File: src/rtl/psr_pkg.sv
// Shared types for the panel self-refresh source controller.
// Assumes: a 3-bit state code whose values are visible to software.
package psr_pkg;

    typedef enum logic [2:0] {
        PSR_OFF    = 3'd0,
        PSR_IDLE   = 3'd1,
        PSR_ENTRY  = 3'd2,
        PSR_ACTIVE = 3'd3,
        PSR_SFU    = 3'd4,
        PSR_EXIT   = 3'd5
    } psr_state_e;

    typedef enum logic [1:0] {
        WAKE_0US    = 2'd0,
        WAKE_100US  = 2'd1,
        WAKE_500US  = 2'd2,
        WAKE_2500US = 2'd3
    } wake_code_e;

endpackage

File: src/rtl/psr_wake_encode.sv
// Maps a requested wake-up time value onto a two-bit time code.
// Assumes: the value is unsigned; thresholds are fixed by the link rules.
module psr_wake_encode
    import psr_pkg::*;
#(
    parameter int VAL_W = 4
) (
    input  logic [VAL_W-1:0] req_i,
    output wake_code_e       code_o
);

    localparam logic [VAL_W-1:0] LIM_LONG = VAL_W'(5);
    localparam logic [VAL_W-1:0] LIM_MID  = VAL_W'(1);

    // Pick the smallest time bucket that covers the request.
    always_comb begin
        if (req_i > LIM_LONG)
            code_o = WAKE_2500US;
        else if (req_i > LIM_MID)
            code_o = WAKE_500US;
        else if (req_i != '0)
            code_o = WAKE_100US;
        else
            code_o = WAKE_0US;
    end

endmodule

File: src/rtl/psr_idle_tracker.sv
// Counts consecutive frames with no frame-buffer write while entry runs.
// Assumes: vsync_i is a one-cycle strobe; the count restarts whenever run_i is low.
module psr_idle_tracker #(
    parameter int IDLE_W   = 4,
    parameter int MIN_IDLE = 6
) (
    input  logic              clk,
    input  logic              rst_n,
    input  logic              run_i,
    input  logic              vsync_i,
    input  logic              upd_i,
    input  logic [IDLE_W-1:0] cfg_i,
    output logic              reached_o
);

    localparam int CNT_W = IDLE_W + 1;
    localparam logic [IDLE_W-1:0] FLOOR = IDLE_W'(MIN_IDLE);

    logic [IDLE_W-1:0] thresh;
    logic [CNT_W-1:0]  cnt_q;
    logic              dirty_q;
    logic              frame_dirty;

    // Clamp the requested threshold to the minimum quiet-frame count.
    always_comb thresh = (cfg_i < FLOOR) ? FLOOR : cfg_i;

    // A frame is dirty if a write came earlier in it or on its closing strobe.
    always_comb frame_dirty = dirty_q | upd_i;

    // Completion fires on the strobe that closes the last needed clean frame.
    always_comb reached_o = run_i & vsync_i & ~frame_dirty &
                            ((cnt_q + CNT_W'(1)) >= {1'b0, thresh});

    // Track the dirty flag and the clean-frame count per frame.
    always_ff @(posedge clk) begin
        if (!rst_n || !run_i) begin
            cnt_q   <= '0;
            dirty_q <= 1'b0;
        end else if (vsync_i) begin
            dirty_q <= 1'b0;
            if (frame_dirty)
                cnt_q <= '0;
            else if (cnt_q != {CNT_W{1'b1}})
                cnt_q <= cnt_q + CNT_W'(1);
        end else if (upd_i) begin
            dirty_q <= 1'b1;
        end
    end

endmodule

File: src/rtl/psr_wake_timer.sv
// Bounds the wait for the wake acknowledge with a programmable cycle budget.
// Assumes: run_i stays high for the whole wait; the count restarts when it drops.
module psr_wake_timer #(
    parameter int TMO_W = 16
) (
    input  logic             clk,
    input  logic             rst_n,
    input  logic             run_i,
    input  logic [TMO_W-1:0] limit_i,
    output logic             expire_o
);

    logic [TMO_W-1:0] cnt_q;

    // Expire once the cycles spent waiting equal the budget.
    always_comb expire_o = run_i & (cnt_q == limit_i);

    // Count cycles spent waiting, saturating at the top value.
    always_ff @(posedge clk) begin
        if (!rst_n || !run_i)
            cnt_q <= '0;
        else if (cnt_q != {TMO_W{1'b1}})
            cnt_q <= cnt_q + TMO_W'(1);
    end

endmodule

File: src/rtl/psr_src_ctrl.sv
// Source-side self-refresh sequencer: six states, commanded and self-timed moves.
// Assumes: request inputs are one-cycle pulses synchronous to clk; enable is a level.
module psr_src_ctrl
    import psr_pkg::*;
#(
    parameter int IDLE_W   = 4,
    parameter int MIN_IDLE = 6,
    parameter int WAKE_W   = 4,
    parameter int TMO_W    = 16
) (
    input  logic              clk,
    input  logic              rst_n,
    input  logic              enable_i,
    input  logic              activate_i,
    input  logic              exit_i,
    input  logic              sfu_req_i,
    input  logic              vsync_i,
    input  logic              upd_i,
    input  logic [IDLE_W-1:0] idle_cfg_i,
    input  logic [WAKE_W-1:0] wake_time_i,
    input  logic [TMO_W-1:0]  ack_limit_i,
    input  logic              wake_ack_i,
    output logic [2:0]        state_o,
    output logic              in_trans_o,
    output logic              wake_req_o,
    output logic [1:0]        wake_code_o,
    output logic              sfu_pend_o,
    output logic              err_o,
    output logic              timeout_o
);

    psr_state_e state_q, state_d;
    logic       sfu_q, err_q, tmo_q, wreq_q;
    logic       idle_reached, ack_expired;
    logic       tmo_set, illegal_req;
    logic       sfu_done;
    wake_code_e wake_code;

    psr_idle_tracker #(
        .IDLE_W   (IDLE_W),
        .MIN_IDLE (MIN_IDLE)
    ) u_idle (
        .clk       (clk),
        .rst_n     (rst_n),
        .run_i     (state_q == PSR_ENTRY),
        .vsync_i   (vsync_i),
        .upd_i     (upd_i),
        .cfg_i     (idle_cfg_i),
        .reached_o (idle_reached)
    );

    psr_wake_timer #(
        .TMO_W (TMO_W)
    ) u_timer (
        .clk      (clk),
        .rst_n    (rst_n),
        .run_i    (state_q == PSR_EXIT),
        .limit_i  (ack_limit_i),
        .expire_o (ack_expired)
    );

    psr_wake_encode #(
        .VAL_W (WAKE_W)
    ) u_enc (
        .req_i  (wake_time_i),
        .code_o (wake_code)
    );

    // Next-state selection; disable outranks exit, exit outranks frame update.
    always_comb begin
        state_d = state_q;
        tmo_set = 1'b0;
        case (state_q)
            PSR_OFF:    if (enable_i) state_d = PSR_IDLE;
            PSR_IDLE: begin
                if (!enable_i)       state_d = PSR_OFF;
                else if (activate_i) state_d = PSR_ENTRY;
            end
            PSR_ENTRY:  if (idle_reached) state_d = PSR_ACTIVE;
            PSR_ACTIVE: begin
                if (!enable_i)               state_d = PSR_OFF;
                else if (exit_i)             state_d = PSR_EXIT;
                else if (sfu_q && vsync_i)   state_d = PSR_SFU;
            end
            PSR_SFU: begin
                if (!enable_i)    state_d = PSR_OFF;
                else if (exit_i)  state_d = PSR_EXIT;
                else if (vsync_i) state_d = PSR_ACTIVE;
            end
            PSR_EXIT: begin
                if (wake_ack_i) begin
                    state_d = PSR_IDLE;
                end else if (ack_expired) begin
                    state_d = PSR_IDLE;
                    tmo_set = 1'b1;
                end
            end
            default:    state_d = PSR_OFF;
        endcase
    end

    // Classify requests that the current state does not accept.
    always_comb illegal_req =
        (activate_i && state_q != PSR_IDLE) ||
        (exit_i && state_q != PSR_ACTIVE && state_q != PSR_SFU) ||
        (sfu_req_i && state_q == PSR_OFF);

    // The one-frame update completes on the return from state 4 to state 3.
    always_comb sfu_done = (state_q == PSR_SFU) && (state_d == PSR_ACTIVE);

    // State register.
    always_ff @(posedge clk) begin
        if (!rst_n) state_q <= PSR_OFF;
        else        state_q <= state_d;
    end

    // Wake strobe marks the first cycle spent in exit.
    always_ff @(posedge clk) begin
        if (!rst_n) wreq_q <= 1'b0;
        else        wreq_q <= (state_d == PSR_EXIT) && (state_q != PSR_EXIT);
    end

    // Single-frame pending flag: a new request wins over a clear.
    always_ff @(posedge clk) begin
        if (!rst_n)
            sfu_q <= 1'b0;
        else if (sfu_req_i && state_q != PSR_OFF)
            sfu_q <= 1'b1;
        else if (sfu_done || state_d == PSR_OFF)
            sfu_q <= 1'b0;
    end

    // Sticky error and timeout flags, cleared only by reset.
    always_ff @(posedge clk) begin
        if (!rst_n) begin
            err_q <= 1'b0;
            tmo_q <= 1'b0;
        end else begin
            if (illegal_req) err_q <= 1'b1;
            if (tmo_set)     tmo_q <= 1'b1;
        end
    end

    // Output mapping.
    always_comb begin
        state_o     = state_q;
        in_trans_o  = (state_q == PSR_ENTRY) || (state_q == PSR_EXIT);
        wake_req_o  = wreq_q;
        wake_code_o = wake_code;
        sfu_pend_o  = sfu_q;
        err_o       = err_q;
        timeout_o   = tmo_q;
    end

endmodule

File: config.mk
export PLATFORM = sky130hd
export DESIGN_NAME = psr_src_ctrl
export DESIGN_NICKNAME = d
export VERILOG_FILES = /design/src/rtl/psr_pkg.sv /design/src/rtl/psr_wake_encode.sv /design/src/rtl/psr_idle_tracker.sv /design/src/rtl/psr_wake_timer.sv /design/src/rtl/psr_src_ctrl.sv
export SDC_FILE = /design/constraint.sdc
export NUM_CORES = 1
export LEC_CHECK = 0
export BUFFER_PORTS_ARGS = -buffer_cell sky130_fd_sc_hd__buf_2
export CORE_ASPECT_RATIO = 0.5
export CORE_UTILIZATION = 23
export DETAILED_ROUTE_END_ITERATION = 12
export REMOVE_ABC_BUFFERS = 1
export SLEW_MARGIN = 20
export SYNTH_ARGS = -nofsm -noshare
export SYNTH_HDL_FRONTEND = slang
export SYNTH_HIERARCHICAL = 1
export SYNTH_SLANG_ARGS = --single-unit
export TNS_END_PERCENT = 5
File: constraint.sdc
create_clock -name clk -period 2.9 [get_ports clk]
set_input_delay 0.29 -clock clk [delete_from_list [all_inputs] [get_ports clk]]
set_output_delay 0.29 -clock clk [all_outputs]
set_load 0.01 [all_outputs]
==> run metrics, run 1 <==
status complete, no violations; Max Slew Vio Count 0; CP Cell Sequence ha_1 -> ha_1 -> a21o_1 -> a2111oi_2 -> nor3_1 -> nand2_1 -> o221ai_2 -> a221oi_2 -> o21ai_1; worst setup path category reg2reg; post-route ant nets 0; worst-path fanout max 4; Placeable Area approximately 8000 um^2; gpl congestion 0.813; hold buffer count at CTS 0; Final min period 2.23 ns; IO Port Bufs between 40 and 50; Worst R2R Start u_idle/cnt_q[0]$_SDFFE_PP0P_; Final WS setup between 0.6 and 0.7 ns; vias per cell 4.70; Syn Area/Cell ~8.3 um^2; post-route setup TNS 0 ns; FP Rows 23; hpwl dp 3480 um; worst min-delay path class in2reg; GRT overflow 0; Worst-path clk slew 0.05 ns; final wirelength roughly 4600 um; H-tree Lvls 2; RSZ-0062 raised after global routing no; TritonCTS clock tree done; cell area after placement 2200 um^2; Num CTS Buffers 5; DR DRC count 0; Die W between 100 and 150 um; design area about 2300 um^2; EDFF count, synth 0; Slew @ Worst Pin 0.547 ns; Die Span Y ~67 um; clock sink total 29; Crit path required time 3.06 ns; Fmax about 450 MHz; Seq/Total Area, Yosys 30.3%; clock root buffer clkbuf_16; worst hold path startpoint vsync_i; GRT Total Usage 10.8%; initial DRC count roughly 140; Post-synth ARST share 0%; crit path launch type flip-flop; commonest non-fill, non-tap cell in the layout buf_2; max-cap viol count 0; setup violators final 0; # nets final 311; synth unique cells 55; CP max stage cell a2111oi_2; die area 8730 um^2; Lkg Pwr roughly 0.9 nW; area of the mapped netlist between 1500 and 2000 um^2; Worst slew margin a little under two thirds; Syn Inst Count 232; initial antenna violation count 0; most frequent cells in the layout buf_2 (42), dfxtp_1 (29), nor2_1 (17), nand2_1 (17), a21oi_1 (16); Yosys top cell by area dfxtp_1; Vias around 1.8k; postcts setup bufs 0; final hold viol count 0; drt wl/cell between 10 and 15 um; Place WS 0.602 ns; initial core utilization between 20% and 30%; synth warn 6; post-CTS sizing 0; top cell type's share of synthesized area 30.3%; CTS Buffer Depth 2; Top cell by count, worst path ha_1; peak supply drop 0.181 mV; crit path from u_idle/cnt_q[0]$_SDFFE_PP0P_; fraction of layout cells with a size suffix above 1 22.1%; largest net degree at the start of global routing 16; global-route wire length before repair 7360 um; I/O Pins 43; worst skew pair latency 0.27 ns; Power Dens Cells 431 nW/um^2; CP Data Arrival Time 2.39 ns; Yosys reg bits 29; number of inserted diodes 0; drt first pass iters 4; max incr delay on CP 0.35 ns; vias in the first global route around 1.6k; Top FF cell, synth dfxtp_1; Clock Skew 0.00460 ns; Syn-to-layout area delta 22.3%; Critical Path Sink Type flip-flop; final period utilization between 70 and 80%; synth top area cells dfxtp_1 (30%), xnor2_1 (6.9%), ha_1 (4.6%), a21oi_1 (4.2%), nand2_1 (3.3%)
-- Yosys cell counts (2+ instances only) --
| cell type | number |
|---|---|
| a21o_1 | 2 |
| a21oi_1 | 16 |
| a22oi_1 | 3 |
| a31oi_1 | 5 |
| and2_1 | 2 |
| and3_1 | 3 |
| and4_1 | 4 |
| buf_2 | 6 |
| buf_6 | 3 |
| dfxtp_1 | 29 |
| ha_1 | 7 |
| inv_1 | 9 |
| mux2i_1 | 2 |
| nand2_1 | 17 |
| nand2b_1 | 3 |
| nand3_1 | 9 |
| nand3b_1 | 2 |
| nand4_1 | 6 |
| nor2_1 | 17 |
| nor2b_1 | 7 |
| nor3_1 | 8 |
| nor3b_1 | 2 |
| nor4_1 | 4 |
| o21a_1 | 2 |
| o21ai_0 | 5 |
| o21ai_1 | 3 |
| o31ai_1 | 3 |
| o32a_1 | 2 |
| o41ai_1 | 2 |
| or3_1 | 4 |
| or4_1 | 2 |
| xnor2_1 | 15 |
| xor2_1 | 6 |
-- registers in the layout (all words and copies together) (netlist names) --
signal,flops
wake_req_o,1
u_idle/dirty_q,1
u_idle/cnt_q,5
state_o,3
u_timer/cnt_q,16
err_o,1
timeout_o,1
sfu_pend_o,1
-- per-layer routing --
metal,up-vias,part of all wire (%),GRT usage [%]
li1,935,-,-
met1,827,48,13.0
met2,36,48,19.4
met4,0,0.39,2.21
met3,2,3.5,3.20
met5,-,0,0
-- worst max-delay path, delay by kind of cell, from the launching register on --
kind	cells	cell delay (ns)
adders and majority gates	2	0.63
and+or+nand+nor	2	0.16
DFF	1	0.34
AOI/OAI and AO/OA	5	0.99
-- stage by stage --
stage               hold slack, ns  cells  utilization, %  power (mW)
global route                 0.357    383            29.2        1.06
finish                       0.340    383            29.2        1.01
global placement             0.449    376            27.4       0.512
detailed placement           0.452    376            27.4       0.513
CTS                          0.325    383            29.2        1.02
floorplan                    0.369    221               -       0.464
-- final timing paths --
check                                                    to  slack (ns)  depth (start not counted)
worst max-delay path                sfu_pend_o$_SDFFE_PN0P_        0.67                          9
worst min-delay path            u_idle/dirty_q$_SDFFE_PP0P_        0.34                          2
worst max register to register      sfu_pend_o$_SDFFE_PN0P_        0.67                          9
worst min register to register           err_o$_SDFFE_PN0P_        0.46                          1
-- cells by family after synthesis --
group | after synthesis | share of synthesized area (%)
xor+xnor | 21 | 9.60
mux | 2 | 1.04
buf+inv | 20 | 5.55
flops | 29 | 30.3
compound gates | 54 | 19.8
simple gates | 99 | 29.2
fa+ha+maj | 7 | 4.57
-- cell type report --
class / count / area [um^2]
Timing Repair Buffer: 43 / 218
Sequential cell: 29 / 581
Multi-Input combinational cell: 183 / 1230
Tap cell: 112 / 140
Clock buffer: 7 / 143
Fill cell: 872 / 5680
Inverter: 9 / 33.8
-- power breakdown --
part,internal [mW],switching (mW)
Combinational,0.0462,0.0469
Clock,0.336,0.172
Sequential,0.403,0.00679
Power figures use the tool's default switching activity.
==> inputs of run 2 (changes only) <==
ABC_AREA = 1   (was unset)
clock period = 1.95 ns   (was 2.9 ns; I/O delays follow)
==> run 2 against run 1 <==
Net effect: clock-buffer cell count fell by 1; synthesized cell count rose by 44%; register-to-register slack got worse by 0.66 ns; total power rose by 46%; die area rose by 6.9%; non-clock buffer count rose by 13; largest cell class unchanged; largest power group unchanged.
==> run metrics, run 2 <==
status complete, no violations; GRT overflow 0 (unchanged); initial antenna violation count 0 (unchanged); RSZ-0062 raised after global routing yes; synth top area cells dfxtp_1 (28%), nand2_1 (17%), inv_1 (8.4%), nor2_1 (8.4%), nand3_1 (6.8%); Yosys top cell by area dfxtp_1; final period utilization 99.9% (+23 points); worst min-delay path class in2reg; Syn Area/Cell 6.16 um^2 (-25%); Largest Register u_timer/cnt_q; hold path cells 3 (+1); Post-synth ARST share 0% (unchanged); top cell type's share of synthesized area 28.3% (-2.0 points); final hold viol count 0 (unchanged); Fmax 513 MHz (+15%); fraction of layout cells with a size suffix above 1 24.3% (+2.2 points); worst hold path startpoint rst_n; Power Dens Cells 553 nW/um^2 (+28%); Yosys reg bits 29 (unchanged); Top cell by count, worst path nand3_1; Slew @ Worst Pin 0.302 ns (-0.246 ns); clock root buffer clkbuf_16; crit path launch type flip-flop; Critical Path Sink Type flip-flop; R2R setup slack 0.002 ns (-0.66 ns); final wirelength 5500 um (+19%); Worst R2R Start u_idle/cnt_q[0]$_SDFFE_PP0P_; GRT Total Usage 12.4% (+1.6 points); worst skew pair latency 0.28 ns (about the same); hpwl dp 4310 um (+24%); Max Slew Vio Count 0 (unchanged); top cells by count, synth nand2_1 (95), inv_1 (46), nor2_1 (46); area of the mapped netlist 2050 um^2 (+7.0%); Filler cells 913 (+4.7%); Reg2Reg Depth 16 (+7); Worst slew margin 79.8% (+16 points); Num CTS Buffers 5 (unchanged); peak supply drop 0.278 mV (+53%); largest net degree at the start of global routing 14 (-2); max FFs per register 16 (unchanged); Reg area 584 um^2 (+0.65%); Lkg Pwr 1.27 nW (+42%); CTS Buffer Depth 2 (unchanged); Final min period 1.95 ns (-0.286 ns); most frequent cells in the layout nand2_1 (93), inv_1 (46), nor2_1 (45); I/O Pins 43 (unchanged); Placeable Area 8320 um^2 (+3.6%); IO Port Bufs 42 (unchanged); footprint of the multi-input gates 1310 um^2 (+6.2%); CP Cell Sequence buf_4 -> nand3_1 -> nand2_1 -> nand2_2 -> ha_4 -> inv_1 -> nor2_2 -> nand3_1 -> nand3_1 -> nor2_1 -> nor2_1 -> nand2_1 -> nand2_2 -> a21oi_2 -> buf_4 -> nor3b_2; worst-path fanout max 5 (+1); synth warn 6 (unchanged); worst setup path category reg2reg; initial DRC count 133 (-6.3%); FP Rows 23 (unchanged); Top FF cell, synth dfxtp_1; R2R Path End wake_req_o$_SDFF_PN0_; max-cap viol count 0 (unchanged); Die Span Y 68.8 um (+3.4%); DR DRC count 0 (unchanged); gpl congestion 0.841 (+3.5%); global-route wire length before repair 8850 um (+20%); Buf+Inv Stages, Crit Path 3 (+3); TritonCTS clock tree done; CP top delay family simple AND/OR/NAND/NOR gates; CP Data Arrival Time 2.15 ns (-0.24 ns); Syn Inst Count 333 (+44%); drt first pass iters 4 (unchanged); Crit path required time 2.16 ns (-0.90 ns); max incr delay on CP 0.35 ns (about the same); clock sink total 29 (unchanged); count leader, synth nand2_1; vias in the first global route 1,936 (+22%); H-tree Lvls 2 (unchanged); setup violators final 0 (unchanged); vias per cell 4.40 (-6.3%); post-route ant nets 0 (unchanged); # nets final 434 (+40%); Syn-to-layout area delta 30.4%; hold endpoint state_o[2]$_SDFF_PN0_; initial core utilization 24.7% (+0.80 points); drt wl/cell 10.8 um (-10%); final hold slack 0.206 ns (-0.134 ns); number of inserted diodes 0 (unchanged); Seq/Total Area, Yosys 28.3% (-2.0 points); synth unique cells 29 (-47%); Worst-path clk slew 0.05 ns (about the same); CP max stage cell dfxtp_2; post-route setup TNS 0 ns (unchanged); commonest non-fill, non-tap cell in the layout nand2_1; Die W 136 um (+3.4%); Vias 2,233 (+24%); Clock Skew 0.00753 ns (+0.00293 ns); die area 9330 um^2 (+6.9%); hold buffer count at CTS 0 (unchanged); EDFF count, synth 0 (unchanged)
## run 2: cell count changes after synthesis, sizes merged, moves of 8 or more
cell	before	now
inv	9	51
nand2	18	99
nand3	10	31
nor2	18	52
o21ai	8	16
xnor2	15	5
## run 2: metrics by stage
stage	util (%)	cells	area (um^2)	setup slack [ns]	total power, mW
floorplan	-	331	2030	0.0353	0.685
global placement	29.7	497	2470	0.0422	0.758
detailed placement	29.7	497	2470	0.00533	0.758
CTS	31.5	506	2620	0.00621	1.50
global route	32.2	507	2680	-0.206	1.56
finish	32.2	507	2680	0.00196	1.48
## run 2: power by group
part,switching (mW),internal [mW],total [mW]
registers,0.00352,0.598,0.602
logic,0.0821,0.0657,0.148
clock network,0.262,0.467,0.729
total,0.348,1.13,1.48
## run 2: how the worst max path moves through the flow
stage                              end                         start  cells after the start
6_report         wake_req_o$_SDFF_PN0_  u_idle/cnt_q[0]$_SDFFE_PP0P_                     16
5_1_grt          wake_req_o$_SDFF_PN0_  u_idle/cnt_q[0]$_SDFFE_PP0P_                     16
4_1_cts        sfu_pend_o$_SDFFE_PN0P_  u_idle/cnt_q[1]$_SDFFE_PP0P_                     15
3_5_place_dp   sfu_pend_o$_SDFFE_PN0P_  u_idle/cnt_q[0]$_SDFFE_PP0P_                     15
3_3_place_gp   sfu_pend_o$_SDFFE_PN0P_  u_idle/cnt_q[0]$_SDFFE_PP0P_                     15
2_1_floorplan  sfu_pend_o$_SDFFE_PN0P_  u_idle/cnt_q[0]$_SDFFE_PP0P_                     15
## run 2: worst min-delay path: stages
cell and delay [ns]:
buf_2 0.12, o21ai_1 0.08, inv_2 0.05
## run 2: metal layers
metal  vias to the layer above  track usage, %  wire length, um
li1                       1186               -                -
met1                      1002            16.0             2820
met2                        41            20.0             2410
met3                         4            3.14              208
met4                         0            4.92               65
met5                         -               0                0
## run 2: kinds of logic after synthesis
kind of cell	Yosys count	synth area share, %
adder cells (fa/ha/maj)	7	4.27
flip-flops	29	28.3
buffers and inverters	53	10.4
AO/OA/AOI/OAI	40	11.1
XOR/XNOR	8	3.41
AND/OR/NAND/NOR	196	42.5
## run 2: repair_timing
action,CTS,global route
resized for setup,0,12
hold endpoints to repair,0,0
setup buffers,1,1
pin swaps,1,6
endpoints found under the setup margin,1,3
## run 2: cell type report
type	count	share of cell area (%)
multi-input combinational	251	48.8
sequential	29	21.8
timing repair buffer	56	11.8
inverter	51	7.15
tap	112	5.24
clock buffer	6	4.82
clock inverter	2	0.374
